==> config.mk <==
export PLATFORM = sky130hd
export DESIGN_NAME = dbgw_phy
export DESIGN_NICKNAME = d
export VERILOG_FILES = /design/src/rtl/dbgw_pkg.sv /design/src/rtl/dbgw_tick_div.sv /design/src/rtl/dbgw_edge_sync.sv /design/src/rtl/dbgw_slot_timer.sv /design/src/rtl/dbgw_phy.sv
export SDC_FILE = /design/constraint.sdc
export NUM_CORES = 1
export LEC_CHECK = 0
export ABC_AREA = 1
export BUFFER_PORTS_ARGS = -buffer_cell sky130_fd_sc_hd__buf_2
export CORE_MARGIN = 1.5
export CORE_UTILIZATION = 35
export DETAILED_ROUTE_END_ITERATION = 8
export GPL_TIMING_DRIVEN = 1
export SLEW_MARGIN = 20
export SYNTH_ARGS = -nofsm -noshare
export SYNTH_HDL_FRONTEND = slang
export SYNTH_SLANG_ARGS = --single-unit
==> constraint.sdc <==
create_clock -name clk -period 1.7 [get_ports clk]
set_input_delay 0.34 -clock clk [delete_from_list [all_inputs] [get_ports clk]]
set_output_delay 0.34 -clock clk [all_outputs]
set_load 0.005 [all_outputs]
==> src/rtl/dbgw_pkg.sv <==
package dbgw_pkg;
   typedef enum logic {
      DIR_RX = 1'b0,
      DIR_TX = 1'b1
   } dir_e;

   typedef enum logic {
      XFER_BYTE = 1'b0,
      XFER_WORD = 1'b1
   } xfer_e;
endpackage

==> src/rtl/dbgw_tick_div.sv <==
module dbgw_tick_div #(
   parameter int DIV = 8
) (
   input  logic clk,
   input  logic rst_n,
   output logic tick
);
   if (DIV < 1) begin : g_bad_div
      $error("DIV must be at least 1");
   end

   if (DIV == 1) begin : g_pass
      assign tick = 1'b1;
   end else begin : g_count
      localparam int CW = $clog2(DIV);
      logic [CW-1:0] cnt;
      always_ff @(posedge clk or negedge rst_n) begin
         if (!rst_n)                     cnt <= '0;
         else if (cnt == CW'(DIV - 1))   cnt <= '0;
         else                            cnt <= cnt + 1'b1;
      end
      assign tick = (cnt == CW'(DIV - 1));
   end
endmodule

==> src/rtl/dbgw_edge_sync.sv <==
module dbgw_edge_sync #(
   parameter int STAGES = 2
) (
   input  logic clk,
   input  logic rst_n,
   input  logic line_raw,
   output logic line_s,
   output logic fall
);
   if (STAGES < 2) begin : g_bad_stages
      $error("STAGES must be at least 2");
   end

   logic [STAGES-1:0] chain;
   logic              prev;

   always_ff @(posedge clk or negedge rst_n) begin
      if (!rst_n) begin
         chain <= '1;
         prev  <= 1'b1;
      end else begin
         chain <= {chain[STAGES-2:0], line_raw};
         prev  <= chain[STAGES-1];
      end
   end

   assign line_s = chain[STAGES-1];
   assign fall   = prev & ~chain[STAGES-1];
endmodule

==> src/rtl/dbgw_slot_timer.sv <==
module dbgw_slot_timer #(
   parameter int BIT_TICKS     = 16,
   parameter int TIMEOUT_TICKS = 512,
   localparam int PH_W = $clog2(BIT_TICKS),
   localparam int TO_W = $clog2(TIMEOUT_TICKS)
) (
   input  logic            clk,
   input  logic            rst_n,
   input  logic            tick,
   input  logic            start,
   input  logic            busy,
   output logic            active,
   output logic [PH_W-1:0] phase,
   output logic            expire
);
   if (TIMEOUT_TICKS <= BIT_TICKS) begin : g_bad_to
      $error("TIMEOUT_TICKS must exceed BIT_TICKS");
   end

   logic [TO_W-1:0] idle_cnt;
   logic            watching;

   assign watching = active | busy;

   always_ff @(posedge clk or negedge rst_n) begin
      if (!rst_n) begin
         active <= 1'b0;
         phase  <= '0;
      end else if (start) begin
         active <= 1'b1;
         phase  <= '0;
      end else if (tick && active) begin
         if (phase == PH_W'(BIT_TICKS - 1)) begin
            active <= 1'b0;
            phase  <= '0;
         end else begin
            phase <= phase + 1'b1;
         end
      end
   end

   always_ff @(posedge clk or negedge rst_n) begin
      if (!rst_n)                      idle_cnt <= '0;
      else if (start || !watching)     idle_cnt <= '0;
      else if (tick) begin
         if (idle_cnt == TO_W'(TIMEOUT_TICKS - 1)) idle_cnt <= '0;
         else                                      idle_cnt <= idle_cnt + 1'b1;
      end
   end

   assign expire = tick & watching & ~start &
                   (idle_cnt == TO_W'(TIMEOUT_TICKS - 1));
endmodule

==> src/rtl/dbgw_phy.sv <==
module dbgw_phy
   import dbgw_pkg::*;
#(
   parameter int CLK_DIV       = 8,
   parameter int BIT_TICKS     = 16,
   parameter int SAMPLE_TICK   = 10,
   parameter int DRIVE0_END    = 13,
   parameter int BOOST_START   = 7,
   parameter int BOOST_LEN     = 2,
   parameter int TIMEOUT_TICKS = 512,
   parameter int SYNC_STAGES   = 2,
   parameter int BYTE_W        = 8,
   parameter int WORD_W        = 16
) (
   input  logic              clk,
   input  logic              rst_n,
   input  logic              line_in,
   input  logic              mode_tx,
   input  logic              size_word,
   input  logic              tx_load,
   input  logic [WORD_W-1:0] tx_data,
   output logic              pad_oe,
   output logic              pad_out,
   output logic [WORD_W-1:0] rx_data,
   output logic              done,
   output logic              timeout
);
   localparam int PH_W  = $clog2(BIT_TICKS);
   localparam int CNT_W = $clog2(WORD_W + 1);
   localparam int IDX_W = $clog2(WORD_W);
   localparam logic [PH_W-1:0] PH_SAMPLE = PH_W'(SAMPLE_TICK - 1);
   localparam logic [PH_W-1:0] PH_D0_END = PH_W'(DRIVE0_END);
   localparam logic [PH_W-1:0] PH_B_LO   = PH_W'(BOOST_START);
   localparam logic [PH_W-1:0] PH_B_HI   = PH_W'(BOOST_START + BOOST_LEN);

   if (SAMPLE_TICK < 1 || SAMPLE_TICK >= BIT_TICKS || DRIVE0_END >= BIT_TICKS ||
       BOOST_START + BOOST_LEN >= BIT_TICKS || BOOST_LEN < 1) begin : g_bad_timing
      $error("slot timing points must lie inside the bit slot");
   end
   if (BYTE_W < 2 || WORD_W < BYTE_W) begin : g_bad_width
      $error("WORD_W must be at least BYTE_W, and BYTE_W at least 2");
   end

   logic            tick, line_s, fall, fall_acc;
   logic            active, expire, sample_ev;
   logic [PH_W-1:0] phase;
   logic [WORD_W-1:0] shreg;
   logic [CNT_W-1:0]  bit_cnt;
   logic [CNT_W-1:0]  last_bit;
   logic [IDX_W-1:0]  msb_idx;
   logic              cur_bit;
   dir_e              slot_dir;
   logic              slot_is_tx;

   dbgw_tick_div #(.DIV(CLK_DIV)) u_div (
      .clk(clk), .rst_n(rst_n), .tick(tick));

   dbgw_edge_sync #(.STAGES(SYNC_STAGES)) u_sync (
      .clk(clk), .rst_n(rst_n), .line_raw(line_in), .line_s(line_s), .fall(fall));

   dbgw_slot_timer #(.BIT_TICKS(BIT_TICKS), .TIMEOUT_TICKS(TIMEOUT_TICKS)) u_timer (
      .clk(clk), .rst_n(rst_n), .tick(tick), .start(fall_acc),
      .busy(bit_cnt != '0), .active(active), .phase(phase), .expire(expire));

   assign fall_acc  = fall & ~active;
   assign sample_ev = active & tick & (phase == PH_SAMPLE);
   assign last_bit  = (xfer_e'(size_word) == XFER_WORD) ? CNT_W'(WORD_W - 1) : CNT_W'(BYTE_W - 1);
   assign msb_idx   = (xfer_e'(size_word) == XFER_WORD) ? IDX_W'(WORD_W - 1) : IDX_W'(BYTE_W - 1);
   assign slot_is_tx = (slot_dir == DIR_TX);

   // Direction and transmitted bit are captured at every accepted edge.
   always_ff @(posedge clk or negedge rst_n) begin
      if (!rst_n) begin
         slot_dir <= DIR_RX;
         cur_bit  <= 1'b0;
      end else if (fall_acc) begin
         slot_dir <= dir_e'(mode_tx);
         cur_bit  <= shreg[msb_idx];
      end
   end

   always_ff @(posedge clk or negedge rst_n) begin
      if (!rst_n) begin
         shreg   <= '0;
         bit_cnt <= '0;
         done    <= 1'b0;
         timeout <= 1'b0;
      end else begin
         done    <= 1'b0;
         timeout <= expire;
         if (expire) begin
            shreg   <= '0;
            bit_cnt <= '0;
         end else if (tx_load) begin
            shreg   <= tx_data;
            bit_cnt <= '0;
         end else begin
            if (fall_acc && mode_tx)
               shreg <= shreg << 1;
            if (sample_ev) begin
               if (!slot_is_tx)
                  shreg <= {shreg[WORD_W-2:0], line_s};
               if (bit_cnt == last_bit) begin
                  bit_cnt <= '0;
                  done    <= 1'b1;
               end else begin
                  bit_cnt <= bit_cnt + 1'b1;
               end
            end
         end
      end
   end

   // Pseudo open-drain drive: low for a 0, short high boost for a 1.
   logic in_low_win, in_boost_win;
   assign in_low_win   = (phase < PH_D0_END);
   assign in_boost_win = (phase >= PH_B_LO) && (phase < PH_B_HI);
   assign pad_oe  = active & slot_is_tx & (cur_bit ? in_boost_win : in_low_win);
   assign pad_out = active & slot_is_tx & cur_bit & in_boost_win;

   if (WORD_W > BYTE_W) begin : g_rx_mask
      assign rx_data = (xfer_e'(size_word) == XFER_WORD) ? shreg :
                       {{(WORD_W-BYTE_W){1'b0}}, shreg[BYTE_W-1:0]};
   end else begin : g_rx_direct
      assign rx_data = shreg;
   end
endmodule

Word level (Yosys, flattened, before mapping). Cells that the tools add are included.

Bits of input ports: 22. Output and inout port bits: 20. Bits in registers: 45. Logic and storage cells: 80.

Mux-type cells: 29. Add/subtract/negate cells: 4. Bitwise gates (word level): 15. Reduce and logical (&&, ||, !) cells: 11. Equal/unequal tests: 5. Magnitude comparators: 4.

Operators with widths (number): $mux W16 (6); $mux W9 (3); $mux W4 (5); $mux W5 (4); $and A1 B1 Y1 (11); $add A9 B1 Y9 const B (1); $eq A9 B9 Y1 const B (1); $mux W1 (9); $eq A4 B4 Y1 const B (2); $lt A4 B4 Y1 const B (2); $reduce_bool A2 Y1 (3); $add A5 B1 Y5 const B (1); $eq A5 B4 Y1 (1); $lt A4 B5 Y1 const B (1); $reduce_bool A5 Y1 (1); $add A4 B1 Y4 const B (1); $bmux W1 S4 (1); $ge A4 B3 Y1 const B (1); $add A3 B1 Y3 const B (1); $eq A3 B3 Y1 const B (1); $logic_and A1 B1 Y1 (3); $mux W3 (1); $not A1 Y1 (3); $reduce_bool A3 Y1 (1); other kinds (4) (4).

Logic depth before layout (Yosys ltp). Gate-level depths: netlist (run 1).

Word-level depth: 9. Depth in mapped cells: 12. Depth with buffers taken out: 11.

Cells and area by module. A second synthesis (run 1) with hierarchy kept.

Cells, all modules: 336. Area total of the unflattened synthesis: 2576.2 um2.

By module, submodules not included: dbgw_phy (seq. area each 625.6 um2, area each 1574.0 um2, instances 1, cells an instance 217); dbgw_slot_timer (seq. area each 350.3 um2, area each 809.5 um2, instances 1, cells an instance 108); dbgw_tick_div (seq. area each 75.1 um2, area each 103.8 um2, instances 1, cells an instance 6); dbgw_edge_sync (seq. area each 78.8 um2, area each 88.8 um2, instances 1, cells an instance 5).

Least setup slack after synthesis (run 1). OpenSTA, ideal clock, no wires.

Path type: reg2reg. Start: register u_timer.idle_cnt[0]. End: register shreg[13]. Data arrival time: 1636 ps. Setup time: 113 ps. Data required time: 1587 ps. Slack: -49 ps. Buffers on the path: 1. Stages on the path, launching flop included: 13. Clock period less this slack: 1749 ps. Path through: dfrtp_1 -> ha_1 -> nand3_1 -> nor2_1 -> nand3_1 -> nor2_1 -> ha_1 -> nand4_4 -> buf_4 -> nand2_1 -> inv_1 -> nand2_1 -> inv_1.

Longest elaborated chain between the ends: 3.

RTL lines: from (decl) (RTL line dbgw_slot_timer.sv:20) `logic [TO_W-1:0] idle_cnt;`; from (signal assigned) (RTL line dbgw_slot_timer.sv:47) `else idle_cnt <= idle_cnt + 1'b1;`; $eq A9 B9 Y1 (RTL line dbgw_slot_timer.sv:52) `(idle_cnt == TO_W'(TIMEOUT_TICKS - 1));`; $and A1 B1 Y1 (RTL line dbgw_slot_timer.sv:51) `assign expire = tick & watching & ~start &`; $mux W16 (RTL line dbgw_phy.sv:91) `if (expire) begin`; to (signal assigned) (RTL line dbgw_phy.sv:95) `shreg <= tx_data;`; to (signal assigned) (RTL line dbgw_phy.sv:99) `shreg <= shreg << 1;`; to (signal assigned) (RTL line dbgw_phy.sv:102) `shreg <= {shreg[WORD_W-2:0], line_s};`; to (decl) (RTL line dbgw_phy.sv:47) `logic [WORD_W-1:0] shreg;`.

No other way between the ends. A chain may end at the register's enable or synchronous reset.

Worst setup path in the final report (run 1).
Start: register u_timer.idle_cnt[0]. End: register shreg[6].

Same word-level chain as after synthesis.

==> run_summary.xml, run 1 <==
<?xml version="1.0" encoding="UTF-8"?>
<metrics>
  <group name="place">
    <metric name="placed_area" unit="sq um">3099</metric>
    <metric name="placedCellCount" unit="">501</metric>
    <metric name="finalWeightedCongestion" unit="">0.7851</metric>
    <metric name="portBuffers" unit="">41</metric>
    <metric name="hpwlAfterDp" unit="mm">4.245</metric>
  </group>
  <group name="final_layout">
    <metric name="final_util" unit="%">46.01</metric>
    <metric name="fill_cells" unit="">773</metric>
    <metric name="final-instance-count-excl-fill" unit="">513</metric>
    <metric name="multi_input_comb_area" unit="sq um">1300</metric>
    <metric name="design_area" unit="sq um">3391</metric>
    <metric name="drive_gt1_share" unit="%">31.16</metric>
    <metric name="final-seq-area" unit="sq um">1130</metric>
    <metric name="syn_to_final_growth" unit="%">25.70</metric>
    <metric name="nets" unit="">444</metric>
    <metric name="diodes" unit="">0</metric>
  </group>
  <group name="die">
    <metric name="rows" unit="">31</metric>
    <metric name="initial_core_util" unit="%">36.60</metric>
    <metric name="fp.coreArea" unit="sq um">7370</metric>
    <metric name="die_area" unit="sq um">8243</metric>
    <metric name="pin_count" unit="">42</metric>
    <metric name="dieHeight" unit="microns">90.79</metric>
    <metric name="die_x" unit="microns">90.79</metric>
  </group>
  <group name="clock_tree">
    <metric name="cts_made_buffers" unit="">5</metric>
    <metric name="postCtsHoldBufs" unit="">0</metric>
    <metric name="clock_latency" unit="ns">0.30</metric>
    <metric name="cts.path.max_buffers" unit="">2</metric>
    <metric name="cts.htree.levels" unit="">2</metric>
    <metric name="clkSinkCount" unit="">45</metric>
    <metric name="tritoncts_clock_tree" unit="">yes</metric>
    <metric name="cts.reportedPaths.clkPinSlew" unit="ns">0.09</metric>
    <metric name="root_buffer" unit="">sky130_fd_sc_hd__clkbuf_8</metric>
  </group>
  <group name="drt">
    <metric name="wl_met1" unit="mm">2.905</metric>
    <metric name="met2_length" unit="mm">2.851</metric>
    <metric name="number_of_detailed_routing_iterations_run_before_antenna_repair" unit="">4</metric>
    <metric name="postRouteWirelength" unit="mm">6.026</metric>
    <metric name="routed_wire_length_per_instance" unit="microns">11.75</metric>
    <metric name="via_count" unit="">2354</metric>
    <metric name="viasPerCell" unit="">4.589</metric>
    <metric name="routed.top_layer" unit="">met4</metric>
    <metric name="remaining_drc_errors" unit="">0</metric>
    <metric name="met3RoutedLength" unit="microns">217</metric>
    <metric name="drt-initial-drc-count" unit="">83</metric>
    <metric name="postRouteAntennaNets" unit="">0</metric>
  </group>
  <group name="synth">
    <metric name="dominant_combinational_cell_family_by_area_after_synthesis" unit="">simple AND/OR/NAND/NOR gates</metric>
    <metric name="yosysTopAreaCell" unit="">sky130_fd_sc_hd__dfrtp_1</metric>
    <metric name="seq_area_frac_synth" unit="%">41.88</metric>
    <metric name="synthesis.yosys.warnings" unit="">0</metric>
    <metric name="ys_seq_elements" unit="">45</metric>
    <metric name="postSynthCellCount" unit="">360</metric>
    <metric name="synth-compound-area-share" unit="%">3.989</metric>
    <metric name="synth-adder-area-share" unit="%">4.174</metric>
    <metric name="syn_area_per_cell" unit="sq um">7.493</metric>
    <metric name="synth.area.top_cells" unit="">sky130_fd_sc_hd__dfrtp_1, sky130_fd_sc_hd__nand2_1, sky130_fd_sc_hd__inv_1, sky130_fd_sc_hd__nand3_1, sky130_fd_sc_hd__ha_1</metric>
    <metric name="synth_area" unit="sq um">2698</metric>
    <metric name="syn_nets" unit="">391</metric>
    <metric name="synth_enable_flop_cells" unit="">0</metric>
    <metric name="synthArstFlopShare" unit="%">100.0</metric>
    <metric name="synth_most_common_cell" unit="">sky130_fd_sc_hd__nand2_1</metric>
    <metric name="yosys.cell_types.count" unit="">32</metric>
    <metric name="synthSimpleGateAreaFrac" unit="%">34.42</metric>
    <metric name="synthXorXnorAreaFrac" unit="%">1.299</metric>
    <metric name="ys_dominant_reg_cell" unit="">sky130_fd_sc_hd__dfrtp_1</metric>
    <metric name="netlist_top_cells_count" unit="">sky130_fd_sc_hd__nand2_1, sky130_fd_sc_hd__inv_1, sky130_fd_sc_hd__nand3_1</metric>
    <metric name="area_share_of_the_leading_cell_type_in_the_synthesized_netlist" unit="%">38.96</metric>
    <metric name="post_synth_mux_area_share" unit="%">0</metric>
  </group>
  <group name="timing">
    <metric name="post_route_setup_tns" unit="ns">-1.394</metric>
    <metric name="setup-violations-final" unit="">22</metric>
    <metric name="achievable-frequency" unit="MHz">557.6</metric>
    <metric name="finalWorstPathRequiredPeriod" unit="ns">1.793</metric>
    <metric name="worst_slew_margin_rel" unit="%">64.60</metric>
    <metric name="timing.clock.skew" unit="ns">0.009812</metric>
    <metric name="layout_worst_path_cycle_share" unit="%">105.5</metric>
    <metric name="maxSlewViolCount" unit="">0</metric>
    <metric name="report.final.hold_viol_count" unit="">0</metric>
    <metric name="worst_pin_slew" unit="ns">0.5311</metric>
    <metric name="finalWorstSetupSlack" unit="ns">-0.09344</metric>
    <metric name="grt_setup_unrepaired" unit="">yes</metric>
  </group>
  <group name="worst_setup_path">
    <metric name="crit_path_class" unit="">flip-flop to flip-flop</metric>
    <metric name="cp-end-kind" unit="">flip-flop</metric>
    <metric name="critPathRequiredTime" unit="ns">1.90</metric>
    <metric name="timing.critical_path.fanout_max" unit="">13</metric>
    <metric name="critPathLaunchType" unit="">flip-flop</metric>
    <metric name="worstPathArrival" unit="ns">1.99</metric>
  </group>
  <group name="status">
    <metric name="failed_checks" unit="">negative setup slack</metric>
    <metric name="result_of_the_run" unit="">finished with violations</metric>
  </group>
  <group name="power">
    <metric name="power.net_switching" unit="mW">0.9024</metric>
    <metric name="power_density" unit="nW/um^2">847.5</metric>
    <metric name="totalPowerFinal" unit="mW">2.874</metric>
    <metric name="sequential_cell_fraction_of_total_power" unit="%">45.5</metric>
    <metric name="power.share.clock" unit="%">29.5</metric>
    <metric name="max-vdd-ir-drop" unit="V">0.0004052</metric>
    <metric name="sw_frac_of_total" unit="%">31.40</metric>
    <metric name="intPower" unit="mW">1.971</metric>
    <metric name="combinationalPowerShare" unit="%">25.0</metric>
    <metric name="leakage" unit="nW">1.857</metric>
  </group>
  <group name="grt">
    <metric name="global_route.usage.total" unit="%">14.86</metric>
    <metric name="overflow" unit="">0</metric>
    <metric name="first_global_vias" unit="">2205</metric>
    <metric name="largest_net_degree_at_the_start_of_global_routing" unit="">32</metric>
    <metric name="grt_first_pass_wirelength" unit="mm">9.998</metric>
    <metric name="antenna_violations_before_repair" unit="">0</metric>
  </group>
  <group name="run">
    <metric name="cap_viol_max_count" unit="">0</metric>
  </group>
  <group name="hold_path">
    <metric name="hold_path.class" unit="">input pin to asynchronous set/reset pin</metric>
  </group>
</metrics>
[sequential cells by signal, summed over array words and instances (netlist names)]
name / count
u_sync.prev: 1
u_timer.phase: 4
slot_dir: 1
bit_cnt: 5
u_timer.idle_cnt: 9
u_timer.active: 1
timeout: 1
u_sync.chain: 2
shreg: 16
done: 1
cur_bit: 1
u_div.g_count.cnt: 3
[worst max-delay path, cell delays in order (launching register included)]
cell,delay (ns)
sky130_fd_sc_hd__dfrtp_1,0.36
sky130_fd_sc_hd__ha_2,0.21
sky130_fd_sc_hd__nand3_4,0.09
sky130_fd_sc_hd__nor2_4,0.10
sky130_fd_sc_hd__nand3_2,0.11
sky130_fd_sc_hd__nor2_4,0.11
sky130_fd_sc_hd__ha_4,0.15
sky130_fd_sc_hd__nand4_4,0.15
sky130_fd_sc_hd__clkbuf_16,0.22
sky130_fd_sc_hd__nand2_1,0.06
sky130_fd_sc_hd__inv_1,0.03
sky130_fd_sc_hd__nand2_1,0.05
sky130_fd_sc_hd__inv_1,0.04
[placed cells by master (no fill, tap or decap), types with 4 or more instances in the layout]
master / count
sky130_fd_sc_hd__nand3_1: 42
sky130_fd_sc_hd__clkbuf_8: 6
sky130_fd_sc_hd__inv_1: 58
sky130_fd_sc_hd__nand2_1: 85
sky130_fd_sc_hd__nor3_1: 4
sky130_fd_sc_hd__ha_1: 5
sky130_fd_sc_hd__or2_2: 15
sky130_fd_sc_hd__nor2_1: 16
sky130_fd_sc_hd__nand2_2: 7
sky130_fd_sc_hd__inv_2: 11
sky130_fd_sc_hd__o21ai_0: 7
sky130_fd_sc_hd__nand4_1: 11
sky130_fd_sc_hd__buf_4: 18
sky130_fd_sc_hd__buf_2: 41
sky130_fd_sc_hd__dfrtp_1: 42
[what timing repair did]
action                                  4_1_cts  5_1_grt
endpoints found under the setup margin       24       32
pin swaps                                     0        6
resized for setup                             3       35
buffers inserted                              0        2
cloned                                        0        2
[per-stage QoR]
step	setup WS (ns)	hold slack, ns
floorplan	-0.01549	0.04441
global placement	-0.02223	0.3461
detailed placement	-0.04626	0.3468
CTS	-0.04994	0.02603
global route	-0.2162	0.03632
finish	-0.09344	0.01380
[final timing paths]
kind,from,endpoint,slack (ns),depth (start not counted)
worst min register to register,u_sync.chain[0],u_sync.chain[1],0.36,0
worst max-delay path,u_timer.idle_cnt[0],shreg[6],-0.09,12
max in group asynchronous,rst_n,u_timer.active,1.16,2
worst min-delay path,rst_n,done,0.01,1
worst max register to register,u_timer.idle_cnt[0],shreg[6],-0.09,12
min in group clk,line_in,u_sync.chain[0],0.13,1
[area by class of cell]
class / count / share of cell area [%]
Timing Repair Buffer: 65 / 13.62
Sequential cell: 45 / 33.32
Multi-Input combinational cell: 227 / 38.34
Inverter: 69 / 7.638
Clock buffer: 7 / 2.546
Tap cell: 99 / 3.653
Clock inverter: 1 / 0.8856
[power groups by stage]
stage / Clock (mW) / Sequential, mW / Combinational (mW)
floorplan: 0 / 1.30 / 0.454
global placement: 0 / 1.32 / 0.640
detailed placement: 0 / 1.33 / 0.655
CTS: 0.869 / 1.31 / 0.662
global route: 0.919 / 1.33 / 0.833
finish: 0.847 / 1.31 / 0.718
[layer usage]
| layer | GRT usage [%] | vias to the layer above |
|---|---|---|
| met5 | 0 | - |
| met4 | 4.297 | 0 |
| li1 | - | 1217 |
| met1 | 19.32 | 1089 |
| met2 | 24.87 | 44 |
| met3 | 3.030 | 4 |
[cells by family (layout without fill, tap and decap cells)]
logic type,Yosys count,after routing
AO/OA/AOI/OAI,19,19
XOR/XNOR,4,4
adder cells (fa/ha/maj),9,9
buffers and inverters,88,142
flip-flops,45,45
AND/OR/NAND/NOR,195,195
Power figures use the tool's default switching activity.
==> run 2: changes to the inputs <==
BUFFER_PORTS_ARGS = -buffer_cell sky130_fd_sc_hd__clkbuf_2   (was -buffer_cell sky130_fd_sc_hd__buf_2)
==> run 2 against run 1 <==
The flow still finishes with violations (negative setup slack). Die area unchanged. Critical endpoint is now pad_oe. First-iteration DRC count decreased by 14%. Hold slack improved by 0.10 ns. Sequential cell count unchanged. Clock skew is 0.0031 ns lower. Maximum frequency is 2.5% higher. Power is 4.2% lower. Critical path depth fell by 6. Final cell count up 0.39%. Global-route usage fell by 0.23 points.
==> run_summary.xml, run 2 (same netlist as run 1, synthesis figures left out) <==
<?xml version="1.0" encoding="UTF-8"?>
<metrics>
  <group name="drt">
    <metric name="viasPerCell" unit="">4.575</metric>
    <metric name="postRouteWirelength" unit="mm">5.791</metric>
    <metric name="remaining_drc_errors" unit="">0</metric>
    <metric name="drt-initial-drc-count" unit="">71</metric>
    <metric name="number_of_detailed_routing_iterations_run_before_antenna_repair" unit="">6</metric>
    <metric name="via_count" unit="">2356</metric>
    <metric name="routed_wire_length_per_instance" unit="microns">11.24</metric>
    <metric name="postRouteAntennaNets" unit="">0</metric>
  </group>
  <group name="die">
    <metric name="die_x" unit="microns">90.79</metric>
    <metric name="initial_core_util" unit="%">36.60</metric>
    <metric name="fp.coreArea" unit="sq um">7370</metric>
    <metric name="rows" unit="">31</metric>
    <metric name="pin_count" unit="">42</metric>
    <metric name="die_area" unit="sq um">8243</metric>
    <metric name="dieHeight" unit="microns">90.79</metric>
  </group>
  <group name="final_layout">
    <metric name="final-instance-count-excl-fill" unit="">515</metric>
    <metric name="mostFrequentLayoutCells" unit="">sky130_fd_sc_hd__nand2_1, sky130_fd_sc_hd__inv_1, sky130_fd_sc_hd__dfrtp_1</metric>
    <metric name="fill_cells" unit="">777</metric>
    <metric name="diodes" unit="">0</metric>
    <metric name="final_common_cell" unit="">sky130_fd_sc_hd__nand2_1</metric>
    <metric name="final_util" unit="%">44.72</metric>
    <metric name="reg.largest.list" unit="">shreg (16), u_timer.idle_cnt (9), bit_cnt (5)</metric>
    <metric name="largest_register_ffs" unit="">16</metric>
    <metric name="max_flop_register" unit="">shreg</metric>
    <metric name="nets" unit="">446</metric>
    <metric name="syn_to_final_growth" unit="%">22.17</metric>
    <metric name="drive_gt1_share" unit="%">28.37</metric>
  </group>
  <group name="worst_setup_path">
    <metric name="worstPathArrival" unit="ns">1.41</metric>
    <metric name="timing.critical_path.fanout_max" unit="">3</metric>
    <metric name="worstSetupEndpoint" unit="">pad_oe</metric>
    <metric name="critPathLaunchType" unit="">flip-flop</metric>
    <metric name="r2r_end" unit="">shreg[12]</metric>
    <metric name="r2r.worst_path.cells" unit="">12</metric>
    <metric name="cp-end-kind" unit="">output pin</metric>
    <metric name="worstReg2RegStart" unit="">u_timer.idle_cnt[1]</metric>
    <metric name="flop_to_flop_setup_slack" unit="ns">-0.02</metric>
    <metric name="crit_path_class" unit="">flip-flop to output pin</metric>
    <metric name="critPathRequiredTime" unit="ns">1.36</metric>
    <metric name="timing.critical_path.from" unit="">u_timer.phase[0]</metric>
  </group>
  <group name="clock_tree">
    <metric name="clkSinkCount" unit="">45</metric>
    <metric name="cts.path.max_buffers" unit="">2</metric>
    <metric name="tritoncts_clock_tree" unit="">yes</metric>
    <metric name="clock_latency" unit="ns">0.29</metric>
    <metric name="cts.htree.levels" unit="">2</metric>
    <metric name="cts.reportedPaths.clkPinSlew" unit="ns">0.08</metric>
    <metric name="root_buffer" unit="">sky130_fd_sc_hd__clkbuf_8</metric>
    <metric name="cts_made_buffers" unit="">5</metric>
  </group>
  <group name="power">
    <metric name="power_density" unit="nW/um^2">835.2</metric>
    <metric name="max-vdd-ir-drop" unit="V">0.0003010</metric>
    <metric name="leakage" unit="nW">1.836</metric>
  </group>
  <group name="grt">
    <metric name="antenna_violations_before_repair" unit="">0</metric>
    <metric name="first_global_vias" unit="">2215</metric>
    <metric name="busiest_layer" unit="">met2</metric>
    <metric name="overflow" unit="">0</metric>
    <metric name="grt_util_met3" unit="%">3.535</metric>
    <metric name="grt_first_pass_wirelength" unit="mm">9.901</metric>
    <metric name="largest_net_degree_at_the_start_of_global_routing" unit="">32</metric>
    <metric name="grt_util_met2" unit="%">25.13</metric>
    <metric name="global_route.usage.total" unit="%">14.63</metric>
    <metric name="grtUsageMet1" unit="%">18.53</metric>
  </group>
  <group name="timing">
    <metric name="worst_slew_margin_rel" unit="%">72.42</metric>
    <metric name="worst_pin_slew" unit="ns">0.4138</metric>
    <metric name="grt_setup_unrepaired" unit="">yes</metric>
    <metric name="post_route_setup_tns" unit="ns">-0.1697</metric>
    <metric name="layout_worst_path_cycle_share" unit="%">102.9</metric>
    <metric name="finalWorstPathRequiredPeriod" unit="ns">1.750</metric>
    <metric name="timing.clock.skew" unit="ns">0.006705</metric>
    <metric name="setup-violations-final" unit="">15</metric>
    <metric name="achievable-frequency" unit="MHz">571.5</metric>
    <metric name="report.final.hold_viol_count" unit="">0</metric>
    <metric name="finalWorstSetupSlack" unit="ns">-0.04990</metric>
    <metric name="maxSlewViolCount" unit="">0</metric>
    <metric name="hold_ws" unit="ns">0.1176</metric>
  </group>
  <group name="place">
    <metric name="placedCellCount" unit="">503</metric>
    <metric name="hpwlAfterDp" unit="mm">4.141</metric>
    <metric name="finalWeightedCongestion" unit="">0.7723</metric>
    <metric name="portBuffers" unit="">41</metric>
    <metric name="post-place-ws" unit="ns">-0.04849</metric>
  </group>
  <group name="hold_path">
    <metric name="hold_path.class" unit="">input pin to flip-flop</metric>
  </group>
  <group name="status">
    <metric name="result_of_the_run" unit="">finished with violations</metric>
    <metric name="failed_checks" unit="">negative setup slack</metric>
  </group>
  <group name="run">
    <metric name="cap_viol_max_count" unit="">0</metric>
  </group>
</metrics>
==> run 2: where the power goes <==
group | internal (mW) | total (mW) | switching (mW)
registers | 1.20 | 1.31 | 0.117
logic | 0.332 | 0.759 | 0.427
clock network | 0.332 | 0.681 | 0.349
total | 1.86 | 2.75 | 0.893
==> run 2: how the worst min path moves through the flow <==
| stage | start | end | slack, ns | cells after the start |
|---|---|---|---|---|
| finish | line_in | u_sync.chain[0] | 0.12 | 1 |
| global route | line_in | u_sync.chain[0] | 0.11 | 1 |
| CTS | line_in | u_sync.chain[0] | 0.11 | 1 |
| detailed placement | rst_n | u_timer.phase[1] | 0.29 | 1 |
| global placement | rst_n | u_timer.phase[1] | 0.29 | 1 |
| floorplan | rst_n | bit_cnt[0] | 0.04 | 0 |
==> run 2: routing by layer <==
layer | wire, microns | up-vias
met3 | 262 | 6
met1 | 2733 | 1080
li1 | - | 1221
met4 | 52 | 0
met2 | 2743 | 49
met5 | 0 | -
==> run 2: repair_timing <==
| item | 4_1_cts | 5_1_grt |
|---|---|---|
| gates cloned | 0 | 0 |
| gates resized for setup | 5 | 16 |
| pin swaps | 0 | 4 |
| hold buffers | 1 | 0 |
| hold endpoints to repair | 10 | 0 |
| endpoints found under the setup margin | 28 | 32 |
| setup buffers | 2 | 1 |
==> run 2: worst max-delay path, stage by stage (launching register included) <==
cell,delay [ns]
sky130_fd_sc_hd__dfrtp_1,0.41
sky130_fd_sc_hd__ha_2,0.23
sky130_fd_sc_hd__nand2_2,0.08
sky130_fd_sc_hd__nand2_2,0.09
sky130_fd_sc_hd__nand3_2,0.09
sky130_fd_sc_hd__o31ai_1,0.07
sky130_fd_sc_hd__buf_2,0.15
==> run 2: layout make-up <==
class / instances / area, sq um / share of cell area (%)
flip-flops and latches: 45 / 1130 / 34.28
inverters: 69 / 259.0 / 7.859
multi-input cells: 227 / 1242 / 37.70
well taps: 99 / 123.9 / 3.759
clock buffers: 8 / 90.09 / 2.733
repair buffers: 67 / 450.4 / 13.67
==> run 2: metrics by stage <==
step	total power [mW]	instance area [sq um]
floorplan	1.754	2711
global placement	1.966	3114
detailed placement	1.981	3114
CTS	2.747	3244
global route	2.946	3296
finish	2.752	3296
==> run 3: changes to the inputs <==
CTS_BUF_LIST = sky130_fd_sc_hd__clkbuf_2   (was not set)
==> run 3 against run 2 <==
The run still ends with negative setup slack left. Non-clock buffer count rose by 8. Combinational power grew 7.4%. Wire length is 7.6% higher. Clock-buffer cell count decreased by 1. Hold slack gained 0.030 ns. Utilization grew 2.0 points.
==> run_summary.xml, run 3 (same netlist as run 1, synthesis figures left out) <==
<?xml version="1.0" encoding="UTF-8"?>
<metrics>
  <group name="hold_path">
    <metric name="hold_path.class" unit="">input pin to flip-flop</metric>
    <metric name="worst_hold_startpoint" unit="">tx_data[0]</metric>
  </group>
  <group name="final_layout">
    <metric name="max_flop_register" unit="">shreg</metric>
    <metric name="reg.largest.list" unit="">shreg (16), u_timer.idle_cnt (9), bit_cnt (5)</metric>
    <metric name="fill_cells" unit="">764</metric>
    <metric name="largest_register_ffs" unit="">16</metric>
    <metric name="diodes" unit="">0</metric>
    <metric name="mostFrequentLayoutCells" unit="">sky130_fd_sc_hd__nand2_1, sky130_fd_sc_hd__inv_1, sky130_fd_sc_hd__clkbuf_2</metric>
    <metric name="multi_input_comb_area" unit="sq um">1340</metric>
    <metric name="drive_gt1_share" unit="%">36.24</metric>
    <metric name="final-seq-area" unit="sq um">1130</metric>
    <metric name="final_common_cell" unit="">sky130_fd_sc_hd__nand2_1</metric>
    <metric name="syn_to_final_growth" unit="%">27.50</metric>
    <metric name="nets" unit="">455</metric>
  </group>
  <group name="timing">
    <metric name="maxSlewViolCount" unit="">0</metric>
    <metric name="setup-violations-final" unit="">29</metric>
    <metric name="layout_worst_path_cycle_share" unit="%">110.7</metric>
    <metric name="finalWorstSetupSlack" unit="ns">-0.1826</metric>
    <metric name="timing.clock.skew" unit="ns">0.02087</metric>
    <metric name="worst_slew_margin_rel" unit="%">70.02</metric>
    <metric name="grt_setup_unrepaired" unit="">yes</metric>
    <metric name="finalWorstPathRequiredPeriod" unit="ns">1.883</metric>
    <metric name="report.final.hold_viol_count" unit="">0</metric>
    <metric name="worst_pin_slew" unit="ns">0.4486</metric>
    <metric name="achievable-frequency" unit="MHz">531.2</metric>
  </group>
  <group name="power">
    <metric name="totalPowerFinal" unit="mW">2.578</metric>
    <metric name="max-vdd-ir-drop" unit="V">0.0002291</metric>
    <metric name="leakage" unit="nW">1.884</metric>
    <metric name="power_density" unit="nW/um^2">749.4</metric>
  </group>
  <group name="die">
    <metric name="pin_count" unit="">42</metric>
    <metric name="die_area" unit="sq um">8243</metric>
    <metric name="rows" unit="">31</metric>
    <metric name="fp.coreArea" unit="sq um">7370</metric>
    <metric name="dieHeight" unit="microns">90.79</metric>
    <metric name="die_x" unit="microns">90.79</metric>
    <metric name="initial_core_util" unit="%">36.60</metric>
  </group>
  <group name="drt">
    <metric name="postRouteAntennaNets" unit="">0</metric>
    <metric name="via_count" unit="">2436</metric>
    <metric name="number_of_detailed_routing_iterations_run_before_antenna_repair" unit="">4</metric>
    <metric name="remaining_drc_errors" unit="">0</metric>
    <metric name="postRouteWirelength" unit="mm">6.230</metric>
    <metric name="viasPerCell" unit="">4.649</metric>
    <metric name="drt-initial-drc-count" unit="">98</metric>
    <metric name="routed_wire_length_per_instance" unit="microns">11.89</metric>
  </group>
  <group name="clock_tree">
    <metric name="cts.htree.levels" unit="">2</metric>
    <metric name="cts_made_buffers" unit="">5</metric>
    <metric name="clkSinkCount" unit="">45</metric>
    <metric name="clock_latency" unit="ns">0.41</metric>
    <metric name="root_buffer" unit="">sky130_fd_sc_hd__clkbuf_2</metric>
    <metric name="cts.reportedPaths.clkPinSlew" unit="ns">0.23</metric>
    <metric name="cts.path.max_buffers" unit="">2</metric>
    <metric name="tritoncts_clock_tree" unit="">yes</metric>
  </group>
  <group name="grt">
    <metric name="overflow" unit="">0</metric>
    <metric name="antenna_violations_before_repair" unit="">0</metric>
    <metric name="first_global_vias" unit="">2227</metric>
    <metric name="global_route.usage.total" unit="%">14.97</metric>
    <metric name="grt_first_pass_wirelength" unit="mm">10.02</metric>
    <metric name="largest_net_degree_at_the_start_of_global_routing" unit="">32</metric>
  </group>
  <group name="worst_setup_path">
    <metric name="cp-end-kind" unit="">output pin</metric>
    <metric name="timing.critical_path.from" unit="">u_timer.phase[0]</metric>
    <metric name="critPathLaunchType" unit="">flip-flop</metric>
    <metric name="worstPathArrival" unit="ns">1.54</metric>
    <metric name="worstReg2RegStart" unit="">u_timer.idle_cnt[1]</metric>
    <metric name="crit_path_class" unit="">flip-flop to output pin</metric>
    <metric name="timing.critical_path.fanout_max" unit="">3</metric>
    <metric name="critPathRequiredTime" unit="ns">1.36</metric>
  </group>
  <group name="place">
    <metric name="post-place-ws" unit="ns">-0.04849</metric>
    <metric name="portBuffers" unit="">41</metric>
    <metric name="finalWeightedCongestion" unit="">0.7723</metric>
    <metric name="hpwlAfterDp" unit="mm">4.141</metric>
  </group>
  <group name="run">
    <metric name="cap_viol_max_count" unit="">0</metric>
  </group>
  <group name="status">
    <metric name="failed_checks" unit="">negative setup slack</metric>
    <metric name="result_of_the_run" unit="">finished with violations</metric>
  </group>
</metrics>
run 3: final timing paths:
kind / endpoint / slack [ns] / depth (start not counted)
max in group asynchronous: u_timer.idle_cnt[0] / 0.82 / 3
min: shreg[0] / 0.15 / 3
max: pad_oe / -0.18 / 7
min reg2reg: u_sync.chain[1] / 0.38 / 0
max reg2reg: shreg[7] / -0.11 / 12
min in group asynchronous: u_timer.phase[1] / 0.37 / 2
run 3: final cells by class:
cell class	instances	area share [%]
Timing Repair Buffer	75	15.93
Inverter	69	7.530
Sequential cell	45	32.85
Clock buffer	7	1.019
Clock inverter	1	0.1091
Tap cell	99	3.601
Multi-Input combinational cell	228	38.96
run 3: routing by layer:
layer  part of all wire (%)  vias up  global-route usage (%)  wire, microns
met1                     46     1140                   19.12           2881
met3                    4.1        6                   3.788            257
met4                   0.85        0                   3.255             53
li1                       -     1236                       -              -
met5                      0        -                       0              0
met2                     49       54                   25.44           3038
run 3: worst max-delay path, cell delays in order (launching register included):
cell and delay, ns:
sky130_fd_sc_hd__dfrtp_1 0.46, sky130_fd_sc_hd__inv_2 0.09, sky130_fd_sc_hd__ha_4 0.14, sky130_fd_sc_hd__nand2_2 0.06, sky130_fd_sc_hd__nand2_2 0.08, sky130_fd_sc_hd__nand3_2 0.08
sky130_fd_sc_hd__o31ai_1 0.06, sky130_fd_sc_hd__buf_2 0.15
run 3: power by group:
group          leakage, nW  internal, mW  total [mW]  switching [mW]
Sequential           0.558          1.20        1.31           0.114
Combinational         1.30         0.360       0.815           0.456
Clock               0.0306         0.110       0.452           0.342
Total                 1.88          1.67        2.58           0.912
run 3: what timing repair did:
| action | 4_1_cts | 5_1_grt |
|---|---|---|
| pin swaps | 5 | 18 |
| hold buffers | 2 | 0 |
| endpoints found under the setup margin | 29 | 34 |
| gates resized for setup | 16 | 44 |
| buffers inserted | 5 | 3 |
| gates cloned | 1 | 2 |
| endpoints found under the hold margin | 11 | 0 |
run 3: metrics by stage:
step	std cells	utilization, %	hold WS (ns)	instance area [sq um]	setup TNS, ns
final	524	46.67	0.1479	3440	-2.567
after global routing	524	46.67	0.08586	3440	-6.357
after CTS	519	44.47	0.1207	3277	-2.739
after detailed placement	503	42.26	0.2905	3114	-0.5818
after global placement	503	42.26	0.2859	3114	-0.1892
after floorplan	360	-	0.04441	2711	-0.1378
